$ cat src/rtl/por_pkg.sv
package por_pkg;

  typedef enum logic {
    RAIL_BAD  = 1'b0,
    RAIL_GOOD = 1'b1
  } rail_lvl_e;

endpackage

$ cat src/rtl/por_sync.sv
module por_sync #(
  parameter int STAGES = 2
) (
  input  logic clk,
  input  logic rst,
  input  logic d_async,
  output logic d_sync
);

  logic [STAGES-1:0] sh;

  for (genvar i = 0; i < STAGES; i++) begin : g_stage
    if (i == 0) begin : g_first
      always_ff @(posedge clk) begin
        if (rst) sh[0] <= 1'b0;
        else     sh[0] <= d_async;
      end
    end else begin : g_next
      always_ff @(posedge clk) begin
        if (rst) sh[i] <= 1'b0;
        else     sh[i] <= sh[i-1];
      end
    end
  end

  assign d_sync = sh[STAGES-1];

endmodule

$ cat src/rtl/por_integrator.sv
module por_integrator
  import por_pkg::*;
#(
  parameter int LIMIT = 64
) (
  input  logic clk,
  input  logic rst,
  input  logic in_good,
  output logic filt_good
);

  localparam int CW = $clog2(LIMIT + 1);
  localparam logic [CW-1:0] LIM_V = CW'(LIMIT);

  logic [CW-1:0] cnt, cnt_nx;
  rail_lvl_e     lvl;

  always_comb begin
    cnt_nx = cnt;
    if (in_good) begin
      if (cnt != LIM_V) cnt_nx = cnt + 1'b1;
    end else begin
      if (cnt != '0) cnt_nx = cnt - 1'b1;
    end
  end

  always_ff @(posedge clk) begin
    if (rst) begin
      cnt <= '0;
      lvl <= RAIL_BAD;
    end else begin
      cnt <= cnt_nx;
      if (cnt_nx == LIM_V)   lvl <= RAIL_GOOD;
      else if (cnt_nx == '0) lvl <= RAIL_BAD;
    end
  end

  assign filt_good = (lvl == RAIL_GOOD);


  cnt_bound_chk: assert property (@(posedge clk) disable iff (rst)
    cnt <= LIM_V);


  good_at_top_chk: assert property (@(posedge clk) disable iff (rst)
    $rose(filt_good) |-> (cnt == LIM_V));


  bad_at_zero_chk: assert property (@(posedge clk) disable iff (rst)
    $fell(filt_good) |-> (cnt == '0));

endmodule

$ cat src/rtl/por_release_timer.sv
module por_release_timer #(
  parameter int REL_W       = 16,
  parameter int REL_DEFAULT = 1000
) (
  input  logic             clk,
  input  logic             rst,
  input  logic             filt_good,
  input  logic [REL_W-1:0] rel_cfg,
  output logic             rst_n_q
);

  localparam logic [REL_W-1:0] DEF_V = REL_W'(REL_DEFAULT);

  logic [REL_W-1:0] elapsed;
  logic [REL_W-1:0] tmo;

  always_ff @(posedge clk) begin
    if (rst) begin
      elapsed <= '0;
      rst_n_q <= 1'b0;
      tmo     <= DEF_V;
    end else if (!filt_good) begin
      elapsed <= '0;
      rst_n_q <= 1'b0;
      tmo     <= (rel_cfg == '0) ? DEF_V : rel_cfg;
    end else if (!rst_n_q) begin
      elapsed <= elapsed + 1'b1;
      if (elapsed + 1'b1 == tmo) rst_n_q <= 1'b1;
    end
  end


  bad_hold_chk: assert property (@(posedge clk) disable iff (rst)
    !filt_good |=> !rst_n_q);


  abort_clear_chk: assert property (@(posedge clk) disable iff (rst)
    $fell(filt_good) |=> (elapsed == '0));


  release_good_chk: assert property (@(posedge clk) disable iff (rst)
    $rose(rst_n_q) |-> $past(filt_good));

endmodule

$ cat src/rtl/por_supervisor.sv
module por_supervisor #(
  parameter int SYNC_STAGES = 2,
  parameter int FILT_LIMIT  = 64,
  parameter int REL_W       = 16,
  parameter int REL_DEFAULT = 1000
) (
  input  logic             clk,
  input  logic             rst,
  input  logic             rail_ok_async,
  input  logic [REL_W-1:0] rel_cycles,
  output logic             por_n
);

  logic rail_sync;
  logic filt_good;

  por_sync #(.STAGES(SYNC_STAGES)) u_sync (
    .clk     (clk),
    .rst     (rst),
    .d_async (rail_ok_async),
    .d_sync  (rail_sync)
  );

  por_integrator #(.LIMIT(FILT_LIMIT)) u_integ (
    .clk       (clk),
    .rst       (rst),
    .in_good   (rail_sync),
    .filt_good (filt_good)
  );

  por_release_timer #(.REL_W(REL_W), .REL_DEFAULT(REL_DEFAULT)) u_timer (
    .clk       (clk),
    .rst       (rst),
    .filt_good (filt_good),
    .rel_cfg   (rel_cycles),
    .rst_n_q   (por_n)
  );


  por_on_reset_chk: assert property (@(posedge clk)
    rst |=> !por_n);

endmodule

$ cat config.mk
export PLATFORM = sky130hd
export DESIGN_NAME = por_supervisor
export DESIGN_NICKNAME = d
export VERILOG_FILES = /design/src/rtl/por_pkg.sv /design/src/rtl/por_sync.sv /design/src/rtl/por_integrator.sv /design/src/rtl/por_release_timer.sv /design/src/rtl/por_supervisor.sv
export SDC_FILE = /design/constraint.sdc
export NUM_CORES = 1
export LEC_CHECK = 0
export BUFFER_PORTS_ARGS = -buffer_cell sky130_fd_sc_hd__buf_2
export CORE_ASPECT_RATIO = 0.75
export CORE_UTILIZATION = 60
export DETAILED_ROUTE_END_ITERATION = 7
export MAX_ROUTING_LAYER = met4
export PLACE_DENSITY = 0.77
export SYNTH_ARGS = -nofsm -noshare
export SYNTH_HDL_FRONTEND = slang
export SYNTH_SLANG_ARGS = --single-unit
$ cat constraint.sdc
create_clock -name clk -period 2.7 [get_ports clk]
set_clock_uncertainty 0.05 [all_clocks]
set_input_delay 0.54 -clock clk [delete_from_list [all_inputs] [get_ports clk]]
set_output_delay 0.54 -clock clk [all_outputs]
set_load 0.01 [all_outputs]
# Yosys cells after proc, flatten, opt, wreduce, memory -nomap -nowiden
# Index checks and enable logic that the tools add are counted.
# word_totals
regBits,43
latch_bits,0
mem_bits_rw,0
rom_bits,0
word_cells,27
memories,0
# classes
addsub,3
multipliers,0
div,0
magnitude_cmp,0
n_eq_ne,3
shifts,0
muxes,8
bitwise,1
reduce_logical,5
# op_table
cell,count
7-bit 2-to-1 mux,3
"16-bit by 1-bit adder with 16-bit output, second input constant",1
16-bit equality test,1
16-bit logical NOT,1
16-bit 2-to-1 mux,1
"7-bit by 1-bit adder with 7-bit output, second input constant",1
"7-bit equality test, second input constant",1
7-bit logical NOT,1
"7-bit inequality test, second input constant",1
7-bit nonzero test,1
"7-bit by 1-bit subtractor with 7-bit output, second input constant",1
1-bit 2-to-1 mux,4
2-bit nonzero test,1
2-bit OR reduction,1
1-bit inverter,1

# Logic depth before layout (Yosys ltp)
# logic_depth
depth_word,6
mapped_depth,8

# Cells and area by module
# Synthesis repeated with hierarchy kept, for this count alone.
# hier_totals
cells_unflattened,283
hier_area_um2,2433.6
# modules_own_cells
module,n_inst,cells_per_inst,area_each_um2
por_release_timer,1,204,1774.2
por_integrator,1,75,606.8
por_sync,1,4,52.6

# Worst setup path before layout
# OpenSTA, ideal clock, no wires.
# synth_timing
path_type,register -> register
startpoint,register u_integ.cnt[0]
endpoint,"register u_integ.lvl, in the netlist u_integ.filt_good"
arrival_ns,1.848
slack_ns,0.678
stages_incl_launch_ff,9
path_buffers,0
period_less_slack_ns,2.022
path_cell_list,dfxtp_1 -> inv_1 -> ha_1 -> nor4b_1 -> a41oi_1 -> xnor2_1 -> a22o_2 -> nand4bb_1 -> mux2_1
# synth_via
elab_chain_len,5
word_cells_on_any_way,11
cone_classes,add/sub: 2; eq/ne: 2; mux: 4; reduce/logical: 3
# synth_rtl
item,line_no,source
from (decl),por_integrator.sv:15,"logic [CW-1:0] cnt, cnt_nx;"
from (signal assigned),por_integrator.sv:32,cnt <= cnt_nx;
"7-bit by 1-bit subtractor with 7-bit output, or another cell as far along",por_integrator.sv:23,if (cnt != '0) cnt_nx = cnt - 1'b1;
"7-bit 2-to-1 mux, on equally long branches","por_integrator.sv:23, por_integrator.sv:21",
7-bit 2-to-1 mux *,por_integrator.sv:20,if (in_good) begin
7-bit equality test or 7-bit logical NOT (tied branches),"por_integrator.sv:33, por_integrator.sv:34",
1-bit 2-to-1 mux or 2-bit nonzero test (tied branches),-,
to (signal assigned),por_integrator.sv:30,lvl <= RAIL_BAD;
to (signal assigned),por_integrator.sv:33,if (cnt_nx == LIM_V) lvl <= RAIL_GOOD;
to (signal assigned),por_integrator.sv:34,else if (cnt_nx == '0) lvl <= RAIL_BAD;
to (decl),por_integrator.sv:16,rail_lvl_e lvl;
# Every way passes the cells marked *; elsewhere a longest branch is shown, timed or not.
# A chain may end at the register's enable or synchronous reset.

# Worst setup path in the final report
# Same ends and word-level chain as after synthesis.

==> reports/results.ini <==
[critical_path]
end_kind = flop
crit_slowest_cell = dfxtp_1
r2r_slack_ns = 0.44
crit_family = simple AND/OR/NAND/NOR gates
worstReg2RegEnd = u_integ.filt_good
path_cells = inv_1, ha_1, nor4b_1, a41oi_1, xnor2_1, a22o_2, nand4bb_1, mux2_1
path_class = flop to flop
cpPeakStageDelay_ns = 0.37
critical_path.max_fanout = 6
startpoint_type = flop
crit_arrival_ns = 2.39
reg2reg_depth = 8
required_ns = 2.84
timing.rr.start = u_integ.cnt[0]
cp.buffers_inverters = 1

[sta]
period_share = 0.836
fmax_ghz = 0.443
hold_ws_ns = 0.404
setup_viol = 0
finalMaxSlewViolations = 0
worst_slew_pin_slew_ns = 0.572
relSlewSlack = 0.615
grt_setup_unrepaired = false
hold_viol_final = 0
tns_ns = 0
period_needed_ns = 2.26

[floorplanning]
dieArea_um2 = 4440
die_y_um = 57.9
placeableCoreArea_um2 = 3830
floorplan.initialDensity = 0.654
die_x_um = 76.6
ios = 20
fp-row-count = 19

[detailed_routing]
drtIter0Drc = 176
viasPerCell = 5.95
routed_wirelength_mm = 5.49
wl_per_cell_um = 15.5
num_vias = 2107
drc_errors = 0
dr.pass1.iters = 4
ant_nets = 0

[synthesis]
syn_area_um2 = 2500
synth.distinct_cells = 60
postSynth.asyncResetShare = 0
synth_warnings = 0
synth_ff_type = dfxtp_1
synth.area.mux_share = 0.0755
synthAdderAreaFrac = 0.0200
synth-compound-area-share = 0.112
synth-xor-area-share = 0.105
synth_top_family_by_area = simple AND/OR/NAND/NOR gates
synth_cells = 287
synth_nets = 310
yosys.area_share.simple = 0.295
synth_edf_count = 0
yosysSeqAreaShare = 0.344
syn_area_per_cell_um2 = 8.72
synth-seq-cells = 43

[clock_tree]
root_buffer = clkbuf_8
clock_latency_ns = 0.29
numCtsBuffers = 5
post_cts_resized = 0
tritoncts = built
cts_sinks = 43
cts_hold_buf = 0
clk_pin_slew_worst_paths_ns = 0.08
post_cts_buffers = 0
htreeDepth = 2
cts_max_path_buffers = 2

[global_route]
grt_pass1_vias = 1919
grt_usage = 0.280
grt_overflow = 0
antenna_found_initial = 0
grt_pass1_wl_mm = 9.28
grt_max_degree = 23

[placed_design]
placed_area_um2 = 2590
finalWeightedCongestion = 0.911
place_hpwl_mm = 3.93
numPortBuffers = 19

[run]
drv_cap = 0

[pwr]
vdd_drop_max_uv = 544
p_per_area_nw_per_um2 = 717
p_leak_uw = 0.000953

[cells_and_area]
final_common_cell = dfxtp_1
nets = 324
stdcell_area_um2 = 2730
area_growth_pct = 9.05
fill_cells = 319
fin_util = 0.713
layout_common_cells = dfxtp_1, nor2_1, xnor2_1
drive_above_1_share = 0.146
diodes = 0

[worst_hold_path]
hold_path_class = flop to flop
holdPathEnd = u_sync.d_sync
hp-start = u_sync.sh[0]
hold_depth = 1

[outcome]
outcome = finished clean

-- per-layer routing --
| metal | vias up | part of all wire | global-route usage |
|---|---|---|---|
| met1 | 972 | 0.50 | 0.392 |
| li1 | 1067 | - | - |
| met2 | 64 | 0.42 | 0.417 |
| met5 | - | 0 | - |
| met4 | 0 | 0.0069 | 0.0742 |
| met3 | 4 | 0.074 | 0.0520 |
-- worst max path at each step --
stage,startpoint,to,slack [ns],cells past startpoint
2_1_floorplan,u_integ.cnt[0],u_integ.filt_good,0.68,8
3_3_place_gp,u_integ.cnt[0],u_integ.filt_good,0.55,8
3_5_place_dp,u_integ.cnt[0],u_integ.filt_good,0.48,8
4_1_cts,u_integ.cnt[0],u_integ.filt_good,0.46,8
5_1_grt,u_integ.cnt[0],u_integ.filt_good,0.27,8
6_report,u_integ.cnt[0],u_integ.filt_good,0.44,8
-- Yosys cell counts, drive strengths merged, types with 4 or more instances --
cell type  number  area share
mux2i          14       0.056
or3             4       0.010
nor2b           7       0.017
o22a            6       0.021
o21ai           7       0.014
nand3          15       0.037
xor2           10       0.035
dfxtp          43        0.34
ha              4       0.020
xnor2          20       0.070
nor4            7       0.024
a21oi           6       0.012
inv             4      0.0060
buf            10       0.024
nor2           39       0.060
nand2          18       0.027
clkbuf          7       0.019
nor3           10       0.022
nand4           8       0.020
-- registers in the layout (all words and copies together), names as in the netlist --
register           flops
u_timer.rst_n_q        1
u_sync.d_sync          1
u_integ.filt_good      1
u_integ.cnt            7
u_sync.sh              1
u_timer.tmo           16
u_timer.elapsed       16
-- kinds of logic (layout without fill, tap and decap cells) --
group	count (synthesis)	in the layout
AND/OR/NAND/NOR	133	133
flip-flops	43	43
AO/OA/AOI/OAI	39	39
XOR/XNOR	30	30
buffers and inverters	21	36
multiplexers	17	17
adder cells (fa/ha/maj)	4	4
-- per-stage QoR --
stage          setup WS, ns  power, µW  std cells
6_report              0.444       1960        354
5_1_grt               0.266       2080        354
4_1_cts               0.459       1960        354
3_5_place_dp          0.476       1370        346
3_3_place_gp          0.553       1360        346
2_1_floorplan         0.678       1260        287
-- power breakdown --
group	switching, µW	internal (µW)	total, µW
sequential	94.6	700	795
clock	221	369	589
combinational	293	278	571
total	608	1350	1960
-- final cells by class --
class | count | area (µm²) | share of cell area
Multi-Input combinational cell | 223 | 1520 | 0.557
Sequential cell | 43 | 861 | 0.315
Timing Repair Buffer | 24 | 133 | 0.0486
Clock buffer | 5 | 68.8 | 0.0252
Clock inverter | 3 | 67.6 | 0.0248
Tap cell | 52 | 65.1 | 0.0238
Inverter | 4 | 15.0 | 0.00550
No activity file was read; power rests on OpenSTA's default activity.
